[src/rtl/hcr_pkg.sv]
package hcr_pkg;
  localparam logic [7:0] CMD_FW_BEGIN = 8'd1;
  localparam logic [7:0] CMD_FW_CHUNK = 8'd2;
  localparam logic [7:0] CMD_RD_REG   = 8'd3;
  localparam logic [7:0] CMD_WR_REG   = 8'd4;
  localparam logic [7:0] CMD_RD_MEM   = 8'd5;
  localparam logic [7:0] CMD_SAMPLE   = 8'd7;

  typedef enum logic [2:0] {
    S_IDLE,
    S_ADDR_HI,
    S_ADDR,
    S_LEN,
    S_DATA,
    S_REPLY
  } parse_state_t;
endpackage

[src/rtl/hcr_parser.sv]
module hcr_parser
  import hcr_pkg::*;
#(
  parameter int DATA_W    = 32,
  parameter int MAX_CHUNK = 250,
  parameter int WR_BYTES  = DATA_W / 8
) (
  input  logic              clk,
  input  logic              rst,
  input  logic [7:0]        in_data,
  input  logic              in_valid,
  output logic              in_ready,
  input  logic              tx_done,
  output logic              rd_stb,
  output logic              wr_stb,
  output logic [7:0]        reg_addr,
  output logic [DATA_W-1:0] wdata,
  output logic              fw_start,
  output logic              fw_valid,
  output logic [7:0]        fw_data,
  output logic              mem_req,
  output logic [15:0]       mem_addr,
  output logic [7:0]        mem_len,
  output logic              smp_req,
  output logic [7:0]        smp_sel
);
  parse_state_t state;
  logic [7:0] cmd;
  logic [7:0] addr_hi;
  logic [7:0] len;
  logic [7:0] remain;
  logic       chunk_ok;
  logic       acc;

  assign in_ready = (state != S_REPLY);
  assign acc      = in_valid && in_ready;

  always_ff @(posedge clk) begin
    if (rst) begin
      state    <= S_IDLE;
      cmd      <= '0;
      addr_hi  <= '0;
      len      <= '0;
      remain   <= '0;
      chunk_ok <= 1'b0;
      rd_stb   <= 1'b0;
      wr_stb   <= 1'b0;
      reg_addr <= '0;
      wdata    <= '0;
      fw_start <= 1'b0;
      fw_valid <= 1'b0;
      fw_data  <= '0;
      mem_req  <= 1'b0;
      mem_addr <= '0;
      mem_len  <= '0;
      smp_req  <= 1'b0;
      smp_sel  <= '0;
    end else begin
      rd_stb   <= 1'b0;
      wr_stb   <= 1'b0;
      fw_start <= 1'b0;
      fw_valid <= 1'b0;
      mem_req  <= 1'b0;
      smp_req  <= 1'b0;
      if (state == S_REPLY) begin
        if (tx_done) state <= S_IDLE;
      end else if (acc) begin
        case (state)
          S_IDLE: begin
            cmd <= in_data;
            case (in_data)
              CMD_FW_BEGIN: fw_start <= 1'b1;
              CMD_FW_CHUNK: state <= S_LEN;
              CMD_RD_REG, CMD_WR_REG, CMD_SAMPLE: state <= S_ADDR;
              CMD_RD_MEM: state <= S_ADDR_HI;
              default: state <= S_IDLE;
            endcase
          end
          S_ADDR_HI: begin
            addr_hi <= in_data;
            state   <= S_ADDR;
          end
          S_ADDR: begin
            reg_addr <= in_data;
            if (cmd == CMD_SAMPLE) begin
              smp_req <= 1'b1;
              smp_sel <= in_data;
              state   <= S_IDLE;
            end else begin
              state <= S_LEN;
            end
          end
          S_LEN: begin
            len    <= in_data;
            remain <= in_data;
            case (cmd)
              CMD_RD_REG: begin
                rd_stb <= 1'b1;
                state  <= S_REPLY;
              end
              CMD_RD_MEM: begin
                mem_req  <= 1'b1;
                mem_addr <= {addr_hi, reg_addr};
                mem_len  <= in_data;
                state    <= S_IDLE;
              end
              default: begin
                chunk_ok <= (int'(in_data) <= MAX_CHUNK);
                state    <= (in_data == 8'd0) ? S_IDLE : S_DATA;
              end
            endcase
          end
          S_DATA: begin
            remain <= remain - 8'd1;
            if (cmd == CMD_FW_CHUNK) begin
              fw_valid <= chunk_ok;
              fw_data  <= in_data;
            end else begin
              wdata <= {wdata[DATA_W-9:0], in_data};
            end
            if (remain == 8'd1) begin
              state <= S_IDLE;
              if (cmd == CMD_WR_REG && int'(len) == WR_BYTES) wr_stb <= 1'b1;
            end
          end
          default: state <= S_IDLE;
        endcase
      end
    end
  end
endmodule

[src/rtl/hcr_regbank.sv]
module hcr_regbank #(
  parameter int          DATA_W     = 32,
  parameter int          NUM_REGS   = 32,
  parameter int          STATUS_IDX = 2,
  parameter int          KEY0_IDX   = 16,
  parameter int          KEY1_IDX   = 17,
  parameter logic [31:0] KEY0_VAL   = 32'h641381F6,
  parameter logic [31:0] KEY1_VAL   = 32'h00000000,
  parameter logic [31:0] STATUS_PAT = 32'hA5A5A5A0
) (
  input  logic              clk,
  input  logic              rst,
  input  logic              rd_stb,
  input  logic              wr_stb,
  input  logic [7:0]        reg_addr,
  input  logic [DATA_W-1:0] wdata,
  output logic              rvalid,
  output logic [DATA_W-1:0] rdata,
  output logic              unlocked
);
  localparam int IDX_W = 6;
  localparam int MEM_W = (NUM_REGS > 1) ? $clog2(NUM_REGS) : 1;

  logic [DATA_W-1:0] mem [NUM_REGS];
  logic [IDX_W-1:0]  idx;
  logic [MEM_W-1:0]  midx;
  logic              mapped;
  logic              wr_ok;
  logic [DATA_W-1:0] rd_raw;
  logic              rd_status;
  logic              rd_zero;
  logic [DATA_W-1:0] key0_q, key1_q;
  logic              key0_seen, key1_seen;

  assign idx    = reg_addr[7:2];
  assign midx   = idx[MEM_W-1:0];
  assign mapped = (reg_addr[1:0] == 2'b00) && (int'(idx) < NUM_REGS);
  assign wr_ok  = wr_stb && mapped && (int'(idx) != STATUS_IDX);

  // Storage without reset so that it maps onto block RAM.
  always_ff @(posedge clk) begin
    if (wr_ok) mem[midx] <= wdata;
    if (rd_stb) rd_raw <= mem[midx];
  end

  always_ff @(posedge clk) begin
    if (rst) begin
      rvalid    <= 1'b0;
      rd_status <= 1'b0;
      rd_zero   <= 1'b0;
    end else begin
      rvalid <= rd_stb;
      if (rd_stb) begin
        rd_status <= mapped && (int'(idx) == STATUS_IDX);
        rd_zero   <= !mapped;
      end
    end
  end

  always_comb begin
    if (rd_zero)        rdata = '0;
    else if (rd_status) rdata = {STATUS_PAT[DATA_W-1:1], unlocked};
    else                rdata = rd_raw;
  end

  always_ff @(posedge clk) begin
    if (rst) begin
      key0_q    <= '0;
      key1_q    <= '0;
      key0_seen <= 1'b0;
      key1_seen <= 1'b0;
      unlocked  <= 1'b0;
    end else begin
      if (wr_ok && int'(idx) == KEY0_IDX) begin
        key0_q    <= wdata;
        key0_seen <= 1'b1;
      end
      if (wr_ok && int'(idx) == KEY1_IDX) begin
        key1_q    <= wdata;
        key1_seen <= 1'b1;
      end
      unlocked <= unlocked || (key0_seen && key1_seen &&
                               key0_q == KEY0_VAL && key1_q == KEY1_VAL);
    end
  end
endmodule

[src/rtl/hcr_replyser.sv]
module hcr_replyser #(
  parameter int DATA_W = 32,
  localparam int NBYTES = DATA_W / 8,
  localparam int CNT_W  = $clog2(NBYTES + 1)
) (
  input  logic              clk,
  input  logic              rst,
  input  logic              load,
  input  logic [DATA_W-1:0] load_data,
  input  logic              out_ready,
  output logic              out_valid,
  output logic [7:0]        out_data,
  output logic              tx_done
);
  logic [DATA_W-1:0] sreg;
  logic [CNT_W-1:0]  cnt;

  assign out_valid = (cnt != '0);
  assign out_data  = sreg[DATA_W-1:DATA_W-8];
  assign tx_done   = (cnt == CNT_W'(1)) && out_ready;

  always_ff @(posedge clk) begin
    if (rst) begin
      sreg <= '0;
      cnt  <= '0;
    end else if (load) begin
      sreg <= load_data;
      cnt  <= CNT_W'(NBYTES);
    end else if (out_valid && out_ready) begin
      sreg <= {sreg[DATA_W-9:0], 8'h00};
      cnt  <= cnt - CNT_W'(1);
    end
  end
endmodule

[src/rtl/hostcmd_regfile.sv]
module hostcmd_regfile #(
  parameter int DATA_W    = 32,
  parameter int NUM_REGS  = 32,
  parameter int MAX_CHUNK = 250
) (
  input  logic        clk,
  input  logic        rst,
  input  logic [7:0]  in_data,
  input  logic        in_valid,
  output logic        in_ready,
  output logic [7:0]  out_data,
  output logic        out_valid,
  input  logic        out_ready,
  output logic        fw_start,
  output logic        fw_valid,
  output logic [7:0]  fw_data,
  output logic        mem_req,
  output logic [15:0] mem_addr,
  output logic [7:0]  mem_len,
  output logic        smp_req,
  output logic [7:0]  smp_sel,
  output logic        unlocked
);
  logic              rd_stb, wr_stb, rvalid, tx_done;
  logic [7:0]        reg_addr;
  logic [DATA_W-1:0] wdata, rdata;

  hcr_parser #(.DATA_W(DATA_W), .MAX_CHUNK(MAX_CHUNK)) u_parser (
    .clk(clk), .rst(rst), .in_data(in_data), .in_valid(in_valid),
    .in_ready(in_ready), .tx_done(tx_done), .rd_stb(rd_stb), .wr_stb(wr_stb),
    .reg_addr(reg_addr), .wdata(wdata), .fw_start(fw_start),
    .fw_valid(fw_valid), .fw_data(fw_data), .mem_req(mem_req),
    .mem_addr(mem_addr), .mem_len(mem_len), .smp_req(smp_req),
    .smp_sel(smp_sel)
  );

  hcr_regbank #(.DATA_W(DATA_W), .NUM_REGS(NUM_REGS)) u_bank (
    .clk(clk), .rst(rst), .rd_stb(rd_stb), .wr_stb(wr_stb),
    .reg_addr(reg_addr), .wdata(wdata), .rvalid(rvalid), .rdata(rdata),
    .unlocked(unlocked)
  );

  hcr_replyser #(.DATA_W(DATA_W)) u_reply (
    .clk(clk), .rst(rst), .load(rvalid), .load_data(rdata),
    .out_ready(out_ready), .out_valid(out_valid), .out_data(out_data),
    .tx_done(tx_done)
  );
endmodule

[config.mk]
export PLATFORM = sky130hd
export DESIGN_NAME = hostcmd_regfile
export DESIGN_NICKNAME = d
export VERILOG_FILES = /design/src/rtl/hcr_pkg.sv /design/src/rtl/hcr_parser.sv /design/src/rtl/hcr_regbank.sv /design/src/rtl/hcr_replyser.sv /design/src/rtl/hostcmd_regfile.sv
export SDC_FILE = /design/constraint.sdc
export NUM_CORES = 1
export LEC_CHECK = 0
export BUFFER_PORTS_ARGS = -buffer_cell sky130_fd_sc_hd__buf_2
export CAP_MARGIN = 20
export CORE_MARGIN = 2
export CORE_UTILIZATION = 40
export CTS_CLUSTER_DIAMETER = 200
export CTS_CLUSTER_SIZE = 20
export DETAILED_ROUTE_END_ITERATION = 16
export GPL_TIMING_DRIVEN = 0
export SLEW_MARGIN = 20
export SYNTH_ARGS = -nofsm -noshare
export SYNTH_HDL_FRONTEND = slang
export SYNTH_SLANG_ARGS = --single-unit
[constraint.sdc]
create_clock -name clk -period 4.5 [get_ports clk]
set_clock_uncertainty 0.15 [all_clocks]
set_input_delay 0.45 -clock clk [delete_from_list [all_inputs] [get_ports clk]]
set_output_delay 0.45 -clock clk [all_outputs]
set_load 0.01 [all_outputs]
**Word level (Yosys, flattened, before mapping)**

Memories as Yosys holds them, arrays and structs flattened. A register that Yosys moved wholly into a read port is not among the register bits.
Cells that the tools add are included.

- Add/sub/neg operators: 2
- $lt $le $gt $ge: 2
- Equal/unequal tests: 28
- Multiplexer cells: 23
- Bitwise gates (word level): 9
- Reductions and logical operators: 42

Operator list:

| operator | count |
|---|---|
| $mux 32 | 4 |
| $eq 8x3->1 const B | 6 |
| $eq 32x31->1 const B | 1 |
| $eq 8x2->1 const B | 4 |
| $logic_not 32->1 | 1 |
| $reduce_and 4->1 | 6 |
| $mux 3 | 7 |
| $eq 8x1->1 const B | 2 |
| $pmux 8 s2 | 1 |
| $pmux 3 s5 | 1 |
| $reduce_and 3->1 | 5 |
| $logic_and 1x1->1 | 13 |
| $eq 6x6->1 const B | 2 |
| $pmux 3 s4 | 1 |
| $reduce_or 4->1 | 3 |
| $reduce_or 5->1 | 2 |
| $not 1->1 | 9 |
| $eq 8x4->1 const B | 1 |
| $le 8x8->1 const B | 1 |
| $logic_not 8->1 | 1 |
| $sub 8x1->8 const B | 1 |
| $mux 1 | 7 |
| $eq 3x1->1 const B | 2 |
| $eq 3x2->1 const B | 2 |
| 19 further kinds | 23 |

- Bits in registers: 227
- RAM bits: 1024
- Bits of input ports: 12
- Output and inout port bits: 55
- Word-level logic and storage cells: 136
- Memories kept: 1

Memories:

| memory | words | bits a word | rd ports | clocked after Yosys merged registers in | wr ports | line | text |
|---|---|---|---|---|---|---|---|
| u_bank.mem | 32 | 32 | 1 | 1 | 1 | hcr_regbank.sv:24 | `logic [DATA_W-1:0] mem [NUM_REGS];` |

**Depth between registers and ports, before layout**

Gate-level depths: netlist of run 1.

- Depth after elaboration: 6
- Mapped depth: 8
- Mapped depth without buffers: 6

**Hierarchy**

Synthesis of run 1 repeated with hierarchy kept, for this count alone.

- Cells, all modules: 2759
- Area, all modules: 48763.0 sq um

By module, submodules not included:

| module | instances | cells an instance | area an instance (sq um) | seq. area each (sq um) |
|---|---|---|---|---|
| hcr_regbank | 1 | 1992 | 42224.2 | 33111.8 |
| hcr_parser | 1 | 569 | 4827.1 | 2442.3 |
| hcr_replyser | 1 | 198 | 1711.6 | 700.7 |

**Worst setup path before layout of run 1**

Ideal clock, no wire load.

- Path type: flip-flop to flip-flop
- Start point: register u_parser.reg_addr[3]
- End point: memory u_bank.mem[10][0], enable pin
- Library setup time: 0.421 ns
- Data arrival time: 2.927 ns
- Data required time: 3.929 ns
- Setup slack: 1.001 ns
- Cell stages (with the launch flop): 7
- Path buffers: 3
- Clock period less this slack: 3.499 ns
- Cell sequence: dfxtp_1 -> buf_2 -> clkbuf_1 -> buf_1 -> nor2b_1 -> nand4_1 -> nor2_1

- Word-level cells in the longest chain between the ends: 6
- Elaborated cells between the ends (all ways): 7
- Classes of those cells: order compare (1); eq/ne (1); mux (2); reduce/logical (3)

Ends and longest elaborated chain:

| what | line | text |
|---|---|---|
| from (decl) | hcr_parser.sv:16 | `output logic [7:0] reg_addr,` |
| from (signal assigned) | hcr_parser.sv:84 | `reg_addr <= in_data;` |
| $lt 6x6->1 | hcr_regbank.sv:37 | `assign mapped = (reg_addr[1:0] == 2'b00) && (int'(idx) < NUM_REGS);` |
| $logic_and 1x1->1 | hcr_regbank.sv:37 |  |
| $logic_and 1x1->1 (2 in a row) | hcr_regbank.sv:38 | `assign wr_ok = wr_stb && mapped && (int'(idx) != STATUS_IDX);` |
| $mux 1 | hcr_regbank.sv:42 | `if (wr_ok) mem[midx] <= wdata;` |
| $mux 1 (implied by the code) | hcr_regbank.sv:42 |  |
| to (decl) | hcr_regbank.sv:24 |  |

Several ways; a longest one is shown, not always the timed one.

**Worst setup path after layout of run 1**

- Start point: register u_parser.reg_addr[3]
- End point: memory u_bank.mem[3][23], enable pin

Same word-level chain as after synthesis.

==> impl_metrics.yaml, run 1 <==
run_status:
  status: "complete, no violations"
clocking:
  clkSinkCount: 1283
  cts_tree: "done"
  cts.clk_slew.worst_paths_ns: 0.09
  root_buffer: "clkbuf_16"
  cts_htree_levels: 3
  clk_latency_ns: 0.68
  clock_path_buffers: 3
  numCtsBuffers: 74
placement:
  gp_congestion: 0.8705
  place_inst: 4511
  dpl.hpwl_um: 98760
  port_buffers: 64
  dpl_worst_slack_ns: -0.7940
grt:
  use_met2: 0.3680
  gr-total-overflow: 0
  grtUsageMet3: 0.05025
  grt.busiest_layer: "met2"
  grt_pass1_vias: 27190
  grt_use_met1: 0.3152
  antenna_found_initial: 11
  grt_max_degree: 42
  grt_pass1_wl_um: 202800
  track_usage: 0.2299
power_and_ir_drop:
  p_per_area_nw_per_um2: 371.0
  combPwrFrac: 0.038
  power_frac_seq: 0.624
  p_int_mw: 16.10
  vdd_drop_max_mv: 0.2582
  power.leakage_nw: 19.23
  clockPowerShare: 0.338
  p_switching_mw: 4.367
  switching_share: 0.2134
setup_path:
  cp_slowest_cell: "clkbuf_1"
  arrival_ns: 4.70
  max_stage_delay_ns: 0.94
  critical_path_class: "reg2reg"
  cp_common_cell: "clkbuf_1"
  endpoint_kind: "flip-flop"
  start_kind: "flip-flop"
  path_max_fanout: 12
  critPathRequiredTime_ns: 4.73
  path_cells: "buf_2 > clkbuf_1 > clkbuf_1 > nand4_1 > buf_4 > nor2_4 > buf_12 > buf_16"
synth:
  synth_top_area_frac: 0.6534
  netlist_area_sq_um: 48530
  post_synth.cell_area_avg_sq_um: 17.73
  yosysWarnings: 0
  muxShareOfSynthArea: 0.1308
  synth_top_family_by_area: "multiplexers"
  ys_ff_latch: 1283
  synth_adder_area_share: 0.001289
  synthSimpleGateAreaFrac: 0.05551
  synth_seq_area_share: 0.7471
  synth.largest_area_cell: "edfxtp_1"
  syn-instance-count: 2737
  postSynth.asyncResetShare: 0
  synth_compound_area_frac: 0.04685
  ys_top_cells_by_area: "edfxtp_1, mux4_2, dfxtp_1"
  synth-edff-count: 1056
  synth.distinct_cells: 67
  synthXorXnorAreaFrac: 0.0007219
  synthFlopType: "edfxtp_1"
drt:
  wl_um: 145100
  drtPass1Iterations: 7
  drt-initial-drc-count: 4062
  vias: 27760
  drt.antenna.violating_nets: 0
  drc: 0
  post_drt_wl_per_cell_um: 31.35
  viasPerCell: 5.998
sta:
  rsz0062_at_grt: "no"
  tightest_slew_ns: 1.232
  setup_ws_ns: 0.02890
  timing.fmax_mhz: 223.7
  setup_tns_ns: 0
  hold_viol: 0
  fin_crit_sh: 0.9936
  layout_min_cycle_time_ns: 4.471
  slew_headroom: 0.1785
  finalSetupViolations: 0
  slew_viol_final: 0
finish:
  post-route-util: 0.4592
  fin_nets: 3002
  layout-area-overhead-vs-synth_pct: 13.66
  nFillCells: 10080
  drive_gt1_frac: 0.2058
  final_common_cell: "edfxtp_1"
  ff_latch_area_sq_um: 36300
  multiInputGateArea_sq_um: 11760
  layout.cells.non_filler: 4627
  final_cell_mix: "edfxtp_1, mux4_2, nand2_1, dfxtp_1, a22oi_1"
floorplanning:
  dieArea_sq_um: 124100
  boundaryPins: 67
  die_x_um: 352.3
  core.rowCount: 127
  initial_core_util: 0.4040
  core_sq_um: 120100
  die_h_um: 352.3
min_path:
  hp-class: "in2reg"
run:
  max_cap_violations: 0
[synthesized netlist by cell type, types with 12 or more instances]
cell and instances:
edfxtp_1 1056, nand2_1 220, a22oi_1 134, o21ai_0 35
buf_1 28, mux2i_1 57, inv_1 12, mux4_2 256
a311oi_1 13, nor2_1 155, a21oi_1 129, clkbuf_1 124
nand4_1 43, dfxtp_1 227, nor4_1 13, nand3_1 42
nor3_1 32, buf_2 19
[layer usage]
metal  routed length [um]  share of wire
met5                   53        0.00037
met4                 5008          0.035
met3                15760           0.11
met2                67950           0.47
met1                56280           0.39
[final timing paths]
check / start / endpoint / slack (ns) / cells after the start
max reg2reg: u_parser.reg_addr[3] / u_bank.mem[3][23] / 0.03 / 8
max: u_parser.reg_addr[3] / u_bank.mem[3][23] / 0.03 / 8
min: out_ready / u_reply.sreg[10] / 0.11 / 3
min reg2reg: u_bank.key0_q[17] / u_bank.key0_q[17] / 0.31 / 2
[worst max-delay path: cells and delay by family, from the launching register on]
kind          cells  cell delay (ns)
flops             1             0.36
simple gates      2             0.71
buf+inv           6             2.89
[area by class of cell]
class / count / share of cell area
Tap cell: 1612 / 0.03656
Antenna cell: 3 / 0.0001361
Inverter: 15 / 0.001043
Clock inverter: 6 / 0.001497
Timing Repair Buffer: 142 / 0.03836
Clock buffer: 97 / 0.03591
Buffer: 185 / 0.01529
Sequential cell: 1283 / 0.6580
Multi-Input combinational cell: 1284 / 0.2132
[power groups by stage]
| stage | Combinational (mW) | Clock (mW) | Sequential (mW) |
|---|---|---|---|
| global route | 0.841 | 7.35 | 12.8 |
| CTS | 0.766 | 6.99 | 12.8 |
| finish | 0.769 | 6.92 | 12.8 |
| floorplan | 0.493 | 0 | 13.0 |
| global placement | 0.733 | 0 | 13.0 |
| detailed placement | 0.761 | 0 | 13.1 |
[cells by family (layout without fill, tap and decap cells)]
family	count (synthesis)	in the layout
buffers and inverters	201	445
other	1	35
AND/OR/NAND/NOR	577	577
multiplexers	314	314
flip-flops	1283	1283
adder cells (fa/ha/maj)	5	5
XOR/XNOR	4	4
AO/OA/AOI/OAI	352	352
[per-stage QoR]
stage	power, mW	hold slack (ns)	instance area (sq um)
final	20.46	0.1053	55160
after global routing	20.98	0.1047	55150
after CTS	20.54	0.05179	55120
after detailed placement	13.81	0.2891	52950
after global placement	13.78	0.2872	50980
after floorplan	13.53	0.2666	48650
[flip-flops by register name, indices dropped and copies added (netlist names), 3 cells and up]
signal	flops
u_parser.cmd	8
u_parser.smp_sel	8
u_bank.mem	1024
u_reply.cnt	3
u_reply.sreg	32
u_parser.len	8
u_parser.wdata	32
u_parser.state	3
u_parser.addr_hi	8
u_bank.key1_q	32
u_bank.rd_raw	32
u_parser.mem_len	8
u_parser.reg_addr	8
u_bank.key0_q	32
u_parser.mem_addr	16
u_parser.fw_data	8
u_parser.remain	8
[timing repair]
action                                 4_1_cts  5_1_grt
endpoints found under the hold margin        1        0
setup endpoints to repair                  477       11
pin swaps                                    3        0
resized for setup                            1        0
buffers inserted                             7        0
hold buffers                                 3        0
Note: power is estimated with default switching activity, not from simulation.
==> inputs of run 2 (changes only) <==
CTS_BUF_LIST = sky130_fd_sc_hd__clkbuf_2 sky130_fd_sc_hd__clkbuf_4 sky130_fd_sc_hd__clkbuf_8   (was default)
SKIP_LAST_GASP = 1   (was default)
==> impl_metrics.yaml, run 2 (same netlist as run 1, synthesis figures left out) <==
setup_path:
  endpoint_kind: "flip-flop"
  timing.rr.start: "u_parser.reg_addr[3]"
  timing.rr.end: "u_bank.mem[3][23]"
  reg2reg_slack_ns: 0.03
  rr_worst_depth: 8
  critical_path_class: "reg2reg"
  arrival_ns: 4.80
  path_max_fanout: 12
  start_kind: "flip-flop"
  critPathRequiredTime_ns: 4.84
drt:
  wl_met1_um: 56970
  viasPerCell: 5.953
  drt-initial-drc-count: 4020
  drc: 0
  wl_met3_um: 14830
  wl_met2_um: 68610
  wl_um: 145200
  dr.max_layer_used: "met5"
  drt.antenna.violating_nets: 0
  post_drt_wl_per_cell_um: 31.33
  drtPass1Iterations: 6
  vias: 27580
power_and_ir_drop:
  power.leakage_nw: 18.92
  vdd_drop_max_mv: 0.2234
  p_per_area_nw_per_um2: 346.9
floorplanning:
  die_x_um: 352.3
  dieArea_sq_um: 124100
  core.rowCount: 127
  core_sq_um: 120100
  initial_core_util: 0.4040
  boundaryPins: 67
  die_h_um: 352.3
finish:
  layout-area-overhead-vs-synth_pct: 12.12
  final_cell_mix: "edfxtp_1, mux4_2, nand2_1, dfxtp_1, a22oi_1"
  layout.cells.non_filler: 4633
  largest_register_ffs: 1024
  multiInputGateArea_sq_um: 11760
  design_area_sq_um: 54410
  drive_gt1_frac: 0.2125
  regMostFlops: "u_bank.mem"
  final_common_cell: "edfxtp_1"
  fin_nets: 3006
  ff_latch_area_sq_um: 36300
  nFillCells: 10160
grt:
  grt_max_degree: 42
  grt_pass1_vias: 27110
  gr-total-overflow: 0
  antenna_found_initial: 9
  grt_pass1_wl_um: 202800
  track_usage: 0.2297
min_path:
  worstHoldStart: "rst"
  hp-class: "in2reg"
  hold_depth: 5
  hold_end: "u_bank.unlocked"
clocking:
  numCtsBuffers: 74
  root_buffer: "clkbuf_8"
  cts.clk_slew.worst_paths_ns: 0.13
  clk_latency_ns: 0.77
  cts_tree: "done"
  clkSinkCount: 1283
  clock_path_buffers: 3
  cts_htree_levels: 3
placement:
  dpl.hpwl_um: 98760
  gp_congestion: 0.8705
  dpl_cell_area_sq_um: 52950
  port_buffers: 64
  place_inst: 4511
sta:
  timing.fmax_mhz: 223.8
  rsz0062_at_grt: "no"
  slew_headroom: 0.1742
  hold_viol: 0
  finalSetupViolations: 0
  tightest_slew_ns: 1.239
  fin_crit_sh: 0.9931
  hold_ws_ns: 0.08508
  layout_min_cycle_time_ns: 4.469
  slew_viol_final: 0
run_status:
  status: "complete, no violations"
run:
  max_cap_violations: 0
run 2: cell count changes in the layout (fill, tap and decap cells not counted), moves of 3 or more:
cell / change
clkbuf_1: -22
clkbuf_8: +76
dlygate4sd3_1: +5
clkbuf_16: -76
clkinvlp_4: +3
clkbuf_4: +21
run 2: layer usage:
layer	up-vias	GRT usage
met5	-	0
met4	8	0.06590
met3	256	0.04517
met2	1569	0.3706
met1	14470	0.3177
li1	11280	-
run 2: how the worst max path moves through the flow:
stage                              start  depth (start not counted)                 to  slack (ns)
floorplan           u_parser.reg_addr[3]                          6  u_bank.mem[10][0]        1.00
global placement    u_parser.reg_addr[3]                          5  u_bank.mem[3][17]       -3.39
detailed placement  u_parser.reg_addr[3]                          7  u_bank.mem[3][20]       -0.79
CTS                 u_parser.reg_addr[2]                          7  u_bank.mem[1][30]        0.02
global route        u_parser.reg_addr[3]                          8  u_bank.mem[3][22]        0.03
finish              u_parser.reg_addr[3]                          8  u_bank.mem[3][23]        0.03
run 2: worst max-delay path, cell delays in order, from the launching register on:
cell	delay, ns
dfxtp_1	0.38
buf_2	0.44
clkbuf_1	0.79
clkbuf_1	0.94
nand4_1	0.19
buf_4	0.26
nor2_4	0.53
buf_12	0.27
buf_16	0.18
run 2: layout make-up:
cell class                      count  area share
Sequential cell                  1283      0.6671
Multi-Input combinational cell   1284      0.2161
Timing Repair Buffer              146     0.03967
Tap cell                         1612     0.03707
Clock buffer                       97     0.02212
Buffer                            185     0.01552
Clock inverter                      6    0.001150
Inverter                           15    0.001058
Antenna cell                        5   0.0002299
run 2: what timing repair did:
action | in CTS | in global routing
hold buffers | 8 | 0
endpoints found under the hold margin | 5 | 0
gates cloned | 0 | 0
buffers inserted | 6 | 0
resized for setup | 1 | 0
pin swaps | 3 | 0
setup endpoints to repair | 477 | 11
run 2: metrics by stage:
stage | power [mW] | util | setup TNS (ns) | worst slack (ns)
after floorplan | 13.53 | - | 0 | 1.001
after CTS | 18.94 | 0.4526 | 0 | 0.01770
after detailed placement | 13.81 | 0.4407 | -172.86 | -0.7940
after global placement | 13.78 | 0.4244 | -2210.66 | -3.390
after global routing | 19.38 | 0.4529 | 0 | 0.03008
final | 18.88 | 0.4529 | 0 | 0.03112
run 2: power by group:
group          leakage, nW  switching [mW]  total, mW  internal [mW]
Clock                0.664            3.56       5.32           1.76
Sequential            13.6          0.0501       12.8           12.7
Combinational         4.68           0.523      0.772          0.249
Total                 18.9            4.14       18.9           14.7
